==> config.mk <==
export PLATFORM = sky130hd
export DESIGN_NAME = spi_byte_master
export DESIGN_NICKNAME = d
export VERILOG_FILES = /design/src/rtl/spi_master_pkg.sv /design/src/rtl/spi_rate_gen.sv /design/src/rtl/spi_shift_core.sv /design/src/rtl/spi_flag_unit.sv /design/src/rtl/spi_byte_master.sv
export SDC_FILE = /design/constraint.sdc
export NUM_CORES = 1
export LEC_CHECK = 0
export ABC_AREA = 1
export BUFFER_PORTS_ARGS = -buffer_cell sky130_fd_sc_hd__buf_2
export CORE_ASPECT_RATIO = 0.9
export CORE_MARGIN = 2
export CORE_UTILIZATION = 55
export DETAILED_ROUTE_END_ITERATION = 6
export MAX_ROUTING_LAYER = met4
export PLACE_DENSITY = 0.8
export SKIP_LAST_GASP = 1
export SYNTH_ARGS = -nofsm -noshare
export SYNTH_HDL_FRONTEND = slang
export SYNTH_SLANG_ARGS = --single-unit
==> constraint.sdc <==
create_clock -name clk -period 2.2 [get_ports clk]
set_input_delay 0.11 -clock clk [delete_from_list [all_inputs] [get_ports clk]]
set_output_delay 0.11 -clock clk [all_outputs]
set_load 0.02 [all_outputs]
==> src/rtl/spi_master_pkg.sv <==
package spi_master_pkg;

    // widest half-period count is 64 system clocks
    localparam int HALF_W = 7;

    typedef struct packed {
        logic       cpol;
        logic       cpha;
        logic       dbl;
        logic [1:0] rate;
    } spi_cfg_t;

    // number of system clocks in one serial half-period
    function automatic logic [HALF_W-1:0] half_period(input logic dbl, input logic [1:0] rate);
        logic [7:0] div;
        case (rate)
            2'd0:    div = 8'd4;
            2'd1:    div = 8'd16;
            2'd2:    div = 8'd64;
            default: div = 8'd128;
        endcase
        if (dbl) div = div >> 1;
        return HALF_W'(div >> 1);
    endfunction

endpackage

==> src/rtl/spi_rate_gen.sv <==
module spi_rate_gen
    import spi_master_pkg::*;
(
    input  logic       clk,
    input  logic       rst,
    input  logic       run,
    input  logic       dbl,
    input  logic [1:0] rate,
    output logic       tick
);
    logic [HALF_W-1:0] cnt;
    logic [HALF_W-1:0] limit;

    assign limit = half_period(dbl, rate) - HALF_W'(1);
    assign tick  = run && (cnt == limit);

    // counter rests at zero whenever no byte is moving
    always_ff @(posedge clk) begin
        if (rst || !run || tick) cnt <= '0;
        else                     cnt <= cnt + HALF_W'(1);
    end
endmodule

==> src/rtl/spi_shift_core.sv <==
module spi_shift_core #(
    parameter int DATA_W = 8
) (
    input  logic              clk,
    input  logic              rst,
    input  logic              start,
    input  logic              abort,
    input  logic              tick,
    input  logic              cpha,
    input  logic [DATA_W-1:0] tx,
    input  logic              miso,
    output logic              busy,
    output logic              sck_raw,
    output logic              mosi,
    output logic              done_pulse,
    output logic [DATA_W-1:0] rx_data
);
    localparam int EDGES = 2 * DATA_W;
    localparam int EW    = $clog2(EDGES + 1);

    logic [EW-1:0]     edge_cnt;
    logic [EW-1:0]     edge_no;
    logic              leading, sample, last, shift_ok;
    logic [DATA_W-1:0] shreg, rxsh, rx_next;

    assign edge_no    = edge_cnt + EW'(1);
    assign leading    = ~edge_cnt[0];
    assign sample     = leading ^ cpha;
    assign last       = (edge_no == EW'(EDGES));
    assign shift_ok   = !sample && (edge_no != EW'(1)) && !last;
    assign rx_next    = sample ? {rxsh[DATA_W-2:0], miso} : rxsh;
    assign done_pulse = busy && tick && !abort && last;
    assign mosi       = shreg[DATA_W-1];

    always_ff @(posedge clk) begin
        if (rst) begin
            busy     <= 1'b0;
            sck_raw  <= 1'b0;
            edge_cnt <= '0;
            shreg    <= '0;
            rxsh     <= '0;
            rx_data  <= '0;
        end else if (abort) begin
            busy     <= 1'b0;
            sck_raw  <= 1'b0;
            edge_cnt <= '0;
        end else if (start) begin
            busy     <= 1'b1;
            sck_raw  <= 1'b0;
            edge_cnt <= '0;
            shreg    <= tx;
        end else if (busy && tick) begin
            sck_raw  <= ~sck_raw;
            edge_cnt <= edge_no;
            if (sample)   rxsh  <= rx_next;
            if (shift_ok) shreg <= {shreg[DATA_W-2:0], 1'b0};
            if (last) begin
                busy    <= 1'b0;
                rx_data <= rx_next;
            end
        end
    end
endmodule

==> src/rtl/spi_flag_unit.sv <==
module spi_flag_unit (
    input  logic clk,
    input  logic rst,
    input  logic set_done,
    input  logic set_wcol,
    input  logic stat_rd,
    input  logic data_acc,
    output logic done,
    output logic wcol
);
    logic armed;

    // clear first, then sets, so a same-cycle set wins
    always_ff @(posedge clk) begin
        if (rst) begin
            done  <= 1'b0;
            wcol  <= 1'b0;
            armed <= 1'b0;
        end else begin
            if (armed && data_acc) begin
                done  <= 1'b0;
                wcol  <= 1'b0;
                armed <= 1'b0;
            end
            if (stat_rd && (done || wcol)) armed <= 1'b1;
            if (set_done) done <= 1'b1;
            if (set_wcol) wcol <= 1'b1;
        end
    end
endmodule

==> src/rtl/spi_byte_master.sv <==
module spi_byte_master
    import spi_master_pkg::*;
#(
    parameter int DATA_W = 8
) (
    input  logic              clk,
    input  logic              rst,
    input  logic              cfg_cpol,
    input  logic              cfg_cpha,
    input  logic [1:0]        cfg_rate,
    input  logic              cfg_dbl,
    input  logic              mst_set,
    input  logic [DATA_W-1:0] tx_byte,
    input  logic              data_wr,
    input  logic              data_rd,
    input  logic              stat_rd,
    input  logic              miso,
    input  logic              ss_n,
    output logic              sck,
    output logic              mosi,
    output logic [DATA_W-1:0] rx_byte,
    output logic [7:0]        status,
    output logic              master_on
);
    spi_cfg_t cfg;
    logic     master_q, fault, start, wcol_set;
    logic     tick, xfer_busy, sck_raw, done_pulse;
    logic     done_f, wcol_f;

    assign cfg      = '{cpol: cfg_cpol, cpha: cfg_cpha, dbl: cfg_dbl, rate: cfg_rate};
    assign fault    = master_q && !ss_n;
    assign start    = data_wr && master_q && !xfer_busy && ss_n;
    assign wcol_set = data_wr && xfer_busy;

    always_ff @(posedge clk) begin
        if (rst)          master_q <= 1'b0;
        else if (fault)   master_q <= 1'b0;
        else if (mst_set) master_q <= 1'b1;
    end

    spi_rate_gen u_rate (
        .clk  (clk),
        .rst  (rst),
        .run  (xfer_busy),
        .dbl  (cfg.dbl),
        .rate (cfg.rate),
        .tick (tick)
    );

    spi_shift_core #(.DATA_W(DATA_W)) u_core (
        .clk        (clk),
        .rst        (rst),
        .start      (start),
        .abort      (fault),
        .tick       (tick),
        .cpha       (cfg.cpha),
        .tx         (tx_byte),
        .miso       (miso),
        .busy       (xfer_busy),
        .sck_raw    (sck_raw),
        .mosi       (mosi),
        .done_pulse (done_pulse),
        .rx_data    (rx_byte)
    );

    spi_flag_unit u_flags (
        .clk      (clk),
        .rst      (rst),
        .set_done (done_pulse || fault),
        .set_wcol (wcol_set),
        .stat_rd  (stat_rd),
        .data_acc (data_wr || data_rd),
        .done     (done_f),
        .wcol     (wcol_f)
    );

    assign sck       = sck_raw ^ cfg.cpol;
    assign status    = {done_f, wcol_f, 5'b0, cfg.dbl};
    assign master_on = master_q;
endmodule

Word level (Yosys, flattened, before mapping)

Cells that the tools add are included.

Bits of input ports: 21
Memories: 0
RAM bits: 0
ROM bits: 0
Register bits: 42
Word-level logic and storage cells: 74
Output and inout bits: 19
Bits in latches: 0

Equal/unequal tests: 5
Bitwise operators: 6
Shifts and indexed selects: 0
$mul: 0
Div/mod/pow operators: 0
Muxes and demuxes: 13
Reductions and logical operators: 36
Add/subtract/negate cells: 3
$lt $le $gt $ge: 0

Operators with widths:

| cell                                                                   | count |
|---|---|
| 8-bit two-way mux                                                      | 5 |
| 8-bit case mux with 3 select lines                                     | 1 |
| 1-bit logical AND                                                      | 13 |
| 2-bit nonzero test                                                     | 6 |
| 4-bit AND reduction                                                    | 2 |
| 7-bit by 1-bit adder with 7-bit output (second input constant)         | 1 |
| 7-bit equality test                                                    | 1 |
| 1-bit two-way mux                                                      | 7 |
| 7-bit by 1-bit subtractor with 7-bit output (second input constant)    | 1 |
| 5-bit by 1-bit adder with 5-bit output (second input constant)         | 1 |
| 5-bit equality test (second input constant)                            | 1 |
| 1-bit zero test                                                        | 5 |
| 1-bit logical OR                                                       | 5 |
| 5-bit by 1-bit != test with 1-bit output (second input constant)       | 1 |
| 1-bit NOT                                                              | 4 |
| 3-bit AND reduction                                                    | 1 |
| 3-bit OR reduction                                                     | 1 |
| 2-bit by 1-bit equality test with 1-bit output (second input constant) | 1 |
| 2-bit equality test (second input constant)                            | 1 |
| 2-bit zero test                                                        | 1 |
| 2-bit AND reduction                                                    | 1 |
| 2-bit OR reduction                                                     | 1 |
| 1-bit bitwise XOR                                                      | 2 |

Logic depth before layout (Yosys ltp)

Gate-level depths: netlist of run 1.

Depth after elaboration: 11
Depth in mapped cells: 13
Depth with buffers taken out: 12

By module

From an unflattened synthesis of run 1, not the netlist that was laid out.

Cells, all modules: 329
Area total of the unflattened synthesis: 2,302.2 µm²

Modules (own cells, without submodules):

| module          | times used | cells an instance | area each (µm²) | seq. area each (µm²) |
|---|---|---|---|---|
| spi_shift_core  | 1          | 224               | 1,591.5         | 620.6 |
| spi_rate_gen    | 1          | 68                | 450.4           | 140.1 |
| spi_byte_master | 1          | 25                | 161.4           | 20.0 |
| spi_flag_unit   | 1          | 12                | 98.8            | 60.1 |

Least setup slack after synthesis of run 1

OpenSTA, ideal clock, no wires.

Path type: reg2reg
From: register u_core.edge_cnt[0]
To: register u_core.shreg[2]
Period minus slack after synthesis: 1.686 ns
Data arrival time: 1.573 ns
Library setup time: 0.113 ns
Cell stages (with the launch flop): 11
Slack: 0.514 ns
Data required time: 2.087 ns
Buffers on the path: 1
Path through: dfxtp_1 > ha_1 > xor2_1 > nor2_1 > nand2_1 > nand3_1 > nand2_1 > nand3_4 > buf_6 > nor2_1 > nor2_1

Cells in the longest elaborated chain, start to end: 7
Elaborated cells on any way between the ends: 11
Those cells by class: add/sub (1); eq/ne (2); bitwise (2); reduce/logical (6)

Ends and longest elaborated chain:

| element                                                                                        | RTL line             | source |
|---|---|---|
| start: declaration                                                                             | spi_shift_core.sv:21 | `logic [EW-1:0] edge_cnt;` |
| start signal: assignment                                                                       | spi_shift_core.sv:54 | `edge_cnt <= edge_no;` |
| parallel branches: the longest is 4 deep, another holds 5-bit by 1-bit adder with 5-bit output | n/a                  |  |
| 1-bit logical AND (*)                                                                          | spi_shift_core.sv:30 | `assign shift_ok = !sample && (edge_no != EW'(1)) && !last;` |
| 2-bit nonzero test (no source line) (*)                                                        | n/a                  |  |
| 3-bit AND reduction (no source line) (*)                                                       | n/a                  |  |
| end signal: assignment                                                                         | spi_shift_core.sv:51 | `shreg <= tx;` |
| end signal: assignment                                                                         | spi_shift_core.sv:56 | `if (shift_ok) shreg <= {shreg[DATA_W-2:0], 1'b0};` |
| end: declaration                                                                               | spi_shift_core.sv:24 | `logic [DATA_W-1:0] shreg, rxsh, rx_next;` |

Mark *: on every way between the ends.
A chain may end at the register's enable or synchronous reset.

Final worst setup path of run 1

From: register u_rate.cnt[3]
To: register u_core.rxsh[0]

Cells in the longest elaborated chain, start to end: 4

Ends and longest elaborated chain:

| element                              | RTL line             | source |
|---|---|---|
| start: declaration                   | spi_rate_gen.sv:11   | `logic [HALF_W-1:0] cnt;` |
| start signal: assignment             | spi_rate_gen.sv:20   | `else cnt <= cnt + HALF_W'(1);` |
| 7-bit equality test                  | spi_rate_gen.sv:15   | `assign tick = run && (cnt == limit);` |
| 1-bit logical AND                    | spi_rate_gen.sv:15   |  |
| 1-bit logical AND                    | spi_shift_core.sv:52 | `end else if (busy && tick) begin` |
| 4-bit AND reduction (no source line) | n/a                  |  |
| end signal: assignment               | spi_shift_core.sv:55 | `if (sample) rxsh <= rx_next;` |
| end: declaration                     | spi_shift_core.sv:24 |  |

Every way passes these cells.

==> key figures, run 1 <==
Floorplanning
  • Die Outline Area: approximately 0.0045 mm²
  • Number of top-level design ports: 40
  • Initial Util: 57.58%
  • Num rows: 21
  • Die height: 63.50 µm
  • Die width: around 70 µm
  • Std-Cell Core Area: 0.003757 mm²

Worst setup path
  • Startpoint types: flop
  • Number of buffers and inverters on the critical path: 2
  • Critical R2R Capture: u_core.rxsh[0]
  • Critical Path Max Stage Delay: slightly below 400 ps
  • Beginning of the critical path: u_rate.cnt[3]
  • Number of cell instances on the worst register-to-register path: 9
  • Startpoint of the lowest-slack register-to-register path: u_rate.cnt[3]
  • Instance count on the critical path: 9
  • Critical path endpoint category: flop
  • Worst Path Required: between 2000 and 2500 ps
  • Largest delay share family, worst path: simple AND/OR/NAND/NOR gates
  • Capture point of the critical path: u_core.rxsh[0]
  • Critical path, cell by cell: inv_1 -> a21oi_1 -> nand2_1 -> nor2_1 -> nand3_2 -> inv_1 -> nand2_1 -> o21ai_0 -> a21oi_1
  • Crit path arrival time: ~2100 ps
  • Worst Path Class, Setup: flop to flop
  • Register-to-register setup slack: between 200 and 250 ps
  • Max FO, Critical Path: 14
  • Library cell contributing the largest single delay on the critical path: sky130_fd_sc_hd__dfxtp_1

Timing
  • Final critical-path share of the clock period: around nine tenths
  • Setup total negative slack: 0 ps
  • Number of pins with negative max-slew slack in the final report: 0
  • Tightest Pin Transition: ~520 ps
  • Max Fclk: 0.5118 GHz
  • Final clock skew: 7.533 ps
  • Max-slew headroom: roughly two thirds
  • Setup repair after global routing missed its margin: no
  • Final Critical Period: ~2000 ps
  • Final setup violating endpoints: 0
  • Hold Vio Cnt, Final: 0

Routing
  • Vias per cell: between 4 and 5
  • Remaining design rule violation count: 0
  • Count of TritonRoute iterations in the first routing pass: 4
  • Final routed wirelength across all metal layers: 4146 µm
  • WL/cell: 10.71 µm
  • Antenna Nets Post-Route: 0
  • Overall via count from detail_route: 1933
  • Count of routing violations after the opening detailed-route iteration: roughly 120

Place
  • Cell Count Post-Placement: approximately 380
  • # port buffers: 34
  • HPWL after detailed placement: 3022 µm
  • Placer congestion estimate: a little over 0.9

Clock tree
  • Root buffer cell: sky130_fd_sc_hd__clkbuf_8
  • Buffers inserted during post-CTS setup optimization: 0
  • Number of clock buffers inserted by TritonCTS: 5
  • Clk Latency, worst-skew pair: 300 ps
  • # clock sinks: 42
  • Hold-fix buffers, CTS: 0
  • CTS tree: done
  • Clock-pin slew of the registers on the worst-case setup and hold paths: around 80 ps
  • Clock H-tree levels: 2
  • Clock tree buffer depth: 2
  • Number of gates given a new drive strength after cts: 0

Synth
  • Synth Cell Area: approximately 0.0022 mm²
  • Seq/Total Area, Yosys: between 30% and 40%
  • Synthesis Warnings: 0
  • Synthesized instance count: just over 300
  • Flop and latch count out of synthesis: 42
  • Synthesized area per cell: roughly 7.0 µm²
  • Count of distinct cell types in the synthesized netlist: 33

Layout
  • Post-layout util: between 60% and 70%
  • Antenna diode instance count: 0
  • Number of non-filler instances in the completed layout: around 390
  • Most common library cell in the layout ignoring fill and taps: sky130_fd_sc_hd__nand2_1
  • Number of nets in the finished design: 365
  • Filler cell count in the final layout: around 340
  • Most frequent cells in the layout: sky130_fd_sc_hd__nand2_1 (64), sky130_fd_sc_hd__nor2_1 (43), sky130_fd_sc_hd__dfxtp_1 (42)
  • Synthesis-to-layout area growth: 12.26%
  • Fraction of final layout cells with drive strength greater than 1: approximately 17%

Power and ir drop
  • PD cells: roughly 620 mW/mm²
  • Peak ir drop on the vdd network: 0.3722 mV
  • Leakage power of the design: 0.001109 µW
  • Total power of the final layout: 1496 µW

Global routing
  • Global-route total usage across every layer: around a fifth
  • Vias in the first global route: between 1500 and 2000
  • Remaining global-route overflow: 0
  • Initial antenna violation count: 0
  • Global-route wire length before repair: a little over 7000 µm
  • Pin count of the biggest net entering global routing: 18

Job
  • Number of maximum-capacitance violations: 0

Worst hold path
  • Worst min path class: input pin to flop

Outcome
  • Outcome: finished, final reports clean
==> worst min-delay path by stage <==
stage	from	end	slack, ps	cells past startpoint
after global placement	mst_set	master_on	330	3
after global routing	mst_set	master_on	20	3
final	mst_set	master_on	30	3
after detailed placement	mst_set	master_on	340	3
after floorplan	rst	u_core.rx_data[0]	180	1
after CTS	mst_set	master_on	30	3
==> synthesized netlist by cell type, drive strengths merged <==
| cell type | n | area, µm² |
|---|---|---|
| mux2 | 1 | 11.26 |
| ha | 4 | 50.05 |
| nand2 | 68 | 265.3 |
| inv | 37 | 138.9 |
| buf | 14 | 102.6 |
| o21a | 1 | 7.510 |
| clkbuf | 2 | 7.510 |
| o21ai | 24 | 120.1 |
| dfxtp | 42 | 840.8 |
| nor3 | 2 | 10.01 |
| o31ai | 1 | 7.510 |
| xnor2 | 1 | 8.760 |
| a211oi | 1 | 7.510 |
| conb | 1 | 3.750 |
| nand4 | 6 | 43.79 |
| nand3 | 21 | 122.6 |
| a21oi | 29 | 148.9 |
| nor2 | 46 | 198.9 |
| xor2 | 6 | 60.06 |
| a22oi | 1 | 7.510 |
==> registers in the layout, summed over array words and instances, names as in the netlist <==
register / cells
u_core.rxsh: 8
u_core.shreg: 8
u_rate.cnt: 7
u_core.edge_cnt: 5
master_on: 1
u_flags.wcol: 1
u_flags.done: 1
u_core.rx_data: 8
u_flags.armed: 1
u_core.sck_raw: 1
u_core.busy: 1
==> layout make-up <==
| type | count | area [µm²] | area share, % |
|---|---|---|---|
| clock buffers | 6 | 72.57 | 2.988 |
| well taps | 46 | 57.56 | 2.370 |
| flip-flops and latches | 42 | 840.8 | 34.62 |
| clock inverters | 2 | 37.54 | 1.546 |
| inverters | 37 | 138.9 | 5.719 |
| repair buffers | 37 | 192.7 | 7.934 |
| multi-input cells | 217 | 1089 | 44.82 |
==> per-layer routing <==
| layer | global-route usage, % | share of wire [%] | routed length, µm |
|---|---|---|---|
| met1 | 26.71 | 52 | 2172 |
| met2 | 30.95 | 41 | 1693 |
| met3 | 5.760 | 5.4 | 223 |
| met4 | 6.971 | 1.4 | 57 |
| met5 | - | 0 | 0 |
==> worst reg2reg max path, stage by stage (launching register included) <==
cell and delay, ps:
sky130_fd_sc_hd__dfxtp_1 390, sky130_fd_sc_hd__inv_1 110, sky130_fd_sc_hd__a21oi_1 150, sky130_fd_sc_hd__nand2_1 60, sky130_fd_sc_hd__nor2_1 120, sky130_fd_sc_hd__nand3_2 270
sky130_fd_sc_hd__inv_1 200, sky130_fd_sc_hd__nand2_1 250, sky130_fd_sc_hd__o21ai_0 230, sky130_fd_sc_hd__a21oi_1 50
==> logic make-up (layout without fill, tap and decap cells) <==
| family | Yosys count | count (layout) | synth area share [%] |
|---|---|---|---|
| AO/OA/AOI/OAI | 57 | 57 | 13.82 |
| buffers and inverters | 53 | 82 | 11.51 |
| adder cells (fa/ha/maj) | 4 | 4 | 2.314 |
| multiplexers | 1 | 1 | 0.5205 |
| flip-flops | 42 | 42 | 38.87 |
| other | 1 | 5 | 0.1733 |
| AND/OR/NAND/NOR | 143 | 143 | 29.61 |
| XOR/XNOR | 7 | 7 | 3.181 |
==> metrics by stage <==
stage | hold slack [ps] | area [µm²] | setup slack [ps]
finish | 29.76 | 2429 | 246.0
global route | 23.33 | 2429 | 68.51
CTS | 29.27 | 2429 | 239.5
detailed placement | 336.4 | 2318 | 294.0
global placement | 330.5 | 2318 | 347.1
floorplan | 179.1 | 2178 | 514.5
==> where the power goes <==
group	switching (µW)	internal [µW]	leakage (µW)
combinational	78.0	41.2	0.000719
sequential	5.15	766	0.000339
clock	268	339	0.0000514
total	351	1150	0.00111
(Power assumes the default switching activity.)
==> inputs of run 2 (changes only) <==
Settings changed: GPL_TIMING_DRIVEN set to 0.
==> run 2 against run 1 <==
Compared with the run above:
- via count up 2.6%
- first-iteration DRC count up 7.6%
- critical path depth up 1
- clock skew down 4.1 ps
- highest routed layer unchanged
==> key figures, run 2 (synthesis results as in run 1) <==
Worst setup path
  • Startpoint types: flop
  • Critical Path Max Stage Delay: 470 ps (+80 ps)
  • Library cell contributing the largest single delay on the critical path: sky130_fd_sc_hd__dfxtp_1
  • Most common cell type on the critical path: sky130_fd_sc_hd__nor2_1
  • Worst Path Class, Setup: flop to flop
  • Critical path, cell by cell: ha_1 -> xor2_1 -> nor2_1 -> nand2_1 -> nand3_1 -> nand2_1 -> nand3_4 -> buf_6 -> nor2_1 -> nor2_1
  • Crit path arrival time: 2150 ps (about the same)
  • Number of buffers and inverters on the critical path: 1 (-1)
  • Critical path endpoint category: flop
  • Largest delay share family, worst path: simple AND/OR/NAND/NOR gates
  • Worst Path Required: 2400 ps (+20 ps)
  • Max FO, Critical Path: 10 (-4)

Layout
  • Number of nets in the finished design: 379 (+3.8%)
  • Most common library cell in the layout ignoring fill and taps: sky130_fd_sc_hd__nand2_1
  • Largest registers ranked by flip-flop count: u_core.rx_data: 8 flops, u_core.rxsh: 8 flops, u_core.shreg: 8 flops
  • Filler cell count in the final layout: 332 (-3.5%)
  • Fraction of final layout cells with drive strength greater than 1: 19.72% (+2.7 points)
  • Most frequent cells in the layout: sky130_fd_sc_hd__nand2_1 (64), sky130_fd_sc_hd__nor2_1 (43), sky130_fd_sc_hd__dfxtp_1 (42)
  • Synthesis-to-layout area growth: 18.28%
  • Antenna diode instance count: 0 (unchanged)
  • Post-layout util: 68.10% (+3.5 points)

Floorplanning
  • Number of top-level design ports: 40 (unchanged)
  • Die Outline Area: 0.004452 mm² (unchanged)
  • Num rows: 21 (unchanged)
  • Die height: 63.50 µm (unchanged)
  • Die width: 70.11 µm (unchanged)
  • Std-Cell Core Area: 0.003757 mm² (unchanged)
  • Initial Util: 57.58% (unchanged)

Global routing
  • Pin count of the biggest net entering global routing: 14 (-4)
  • Vias in the first global route: 1772 (+4.7%)
  • Remaining global-route overflow: 0 (unchanged)
  • Global-route total usage across every layer: 21.63% (+1.1 points)
  • Global-route wire length before repair: 7521 µm (+4.4%)
  • Initial antenna violation count: 0 (unchanged)

Timing
  • Setup repair after global routing missed its margin: no
  • Final setup violating endpoints: 0 (unchanged)
  • Final clock skew: 3.410 ps (-4.122 ps)
  • Number of pins with negative max-slew slack in the final report: 0 (unchanged)
  • Max Fclk: 0.5115 GHz (about the same)
  • Tightest Pin Transition: 526.4 ps (+9.139 ps)
  • Final Critical Period: 1955 ps (+1.088 ps)
  • Final critical-path share of the clock period: 88.87% (about the same)
  • Hold Vio Cnt, Final: 0 (unchanged)
  • Max-slew headroom: 64.91% (-0.34 points)
  • Setup total negative slack: 0 ps (unchanged)

Clock tree
  • # clock sinks: 42 (unchanged)
  • Root buffer cell: sky130_fd_sc_hd__clkbuf_8
  • CTS tree: done
  • Clock H-tree levels: 2 (unchanged)
  • Number of gates given a new drive strength after cts: 0 (unchanged)
  • Hold-fix buffers, CTS: 1 (+1)
  • Clock-pin slew of the registers on the worst-case setup and hold paths: 80 ps (about the same)
  • Clock tree buffer depth: 2 (unchanged)
  • Clk Latency, worst-skew pair: 300 ps (about the same)
  • Number of clock buffers inserted by TritonCTS: 5 (unchanged)
  • Buffers inserted during post-CTS setup optimization: 0 (unchanged)

Power and ir drop
  • Leakage power of the design: 0.001191 µW (+7.4%)
  • Peak ir drop on the vdd network: 0.4131 mV (+11%)
  • PD cells: 646.0 mW/mm² (+4.8%)

Place
  • Placer congestion estimate: 0.8501 (-7.1%)
  • # port buffers: 34 (unchanged)
  • HPWL after detailed placement: 3123 µm (+3.3%)

Routing
  • Final routed wirelength across all metal layers: 4354 µm (+5.0%)
  • Remaining design rule violation count: 0 (unchanged)
  • Count of routing violations after the opening detailed-route iteration: 128 (+7.6%)
  • Count of TritonRoute iterations in the first routing pass: 6 (+2)
  • Overall via count from detail_route: 1983 (+2.6%)
  • Antenna Nets Post-Route: 0 (unchanged)
  • WL/cell: 10.86 µm (+1.4%)
  • Vias per cell: 4.945 (-0.99%)

Job
  • Number of maximum-capacitance violations: 0 (unchanged)

Outcome
  • Outcome: finished, final reports clean

Worst hold path
  • Worst min path class: input pin to flop
## run 2: power breakdown
group | internal (µW) | switching (µW)
clock | 484 | 267
combinational | 50.1 | 80.5
sequential | 766 | 5.09
total | 1300 | 353
## run 2: per-layer routing
metal / vias to the layer above / wire (µm) / track usage, % / part of all wire [%]
met5: - / 0 / - / 0
met1: 865 / 2176 / 27.45 / 50
li1: 1056 / - / - / -
met4: 0 / 46 / 8.173 / 1.1
met3: 4 / 226 / 6.240 / 5.2
met2: 58 / 1904 / 32.74 / 44
## run 2: worst min-delay path, stage by stage
cell and delay (ps):
sky130_fd_sc_hd__buf_2 80, sky130_fd_sc_hd__nor2_1 40, sky130_fd_sc_hd__nor2_1 90
## run 2: area by class of cell
type	instances	area [µm²]	area share, %
Buffer	16	110.1	4.303
Clock buffer	6	82.58	3.227
Clock inverter	2	60.06	2.347
Inverter	37	138.9	5.428
Multi-Input combinational cell	217	1089	42.54
Sequential cell	42	840.8	32.86
Tap cell	46	57.56	2.249
Timing Repair Buffer	35	180.2	7.042
## run 2: path summary, 6_finish.rpt
path,to,depth (start not counted),slack [ps],from
max,u_core.shreg[6],10,240,u_core.edge_cnt[0]
min,master_on,3,60,mst_set
max reg2reg,u_core.shreg[6],10,240,u_core.edge_cnt[0]
min reg2reg,u_core.rx_data[1],2,460,u_core.rx_data[1]
## run 2: per-stage QoR
| step | hold WS (ps) | worst slack (ps) | total power (µW) | std cells | instance area (µm²) |
|---|---|---|---|---|---|
| floorplan | 179.1 | 514.5 | 875.1 | 312 | 2178 |
| global placement | 316.3 | 320.0 | 915.5 | 392 | 2406 |
| finish | 59.15 | 245.0 | 1653 | 401 | 2559 |
| global route | 65.16 | 110.2 | 1714 | 401 | 2559 |
| CTS | 52.02 | 241.0 | 1668 | 401 | 2559 |
| detailed placement | 313.5 | 267.6 | 917.6 | 392 | 2406 |
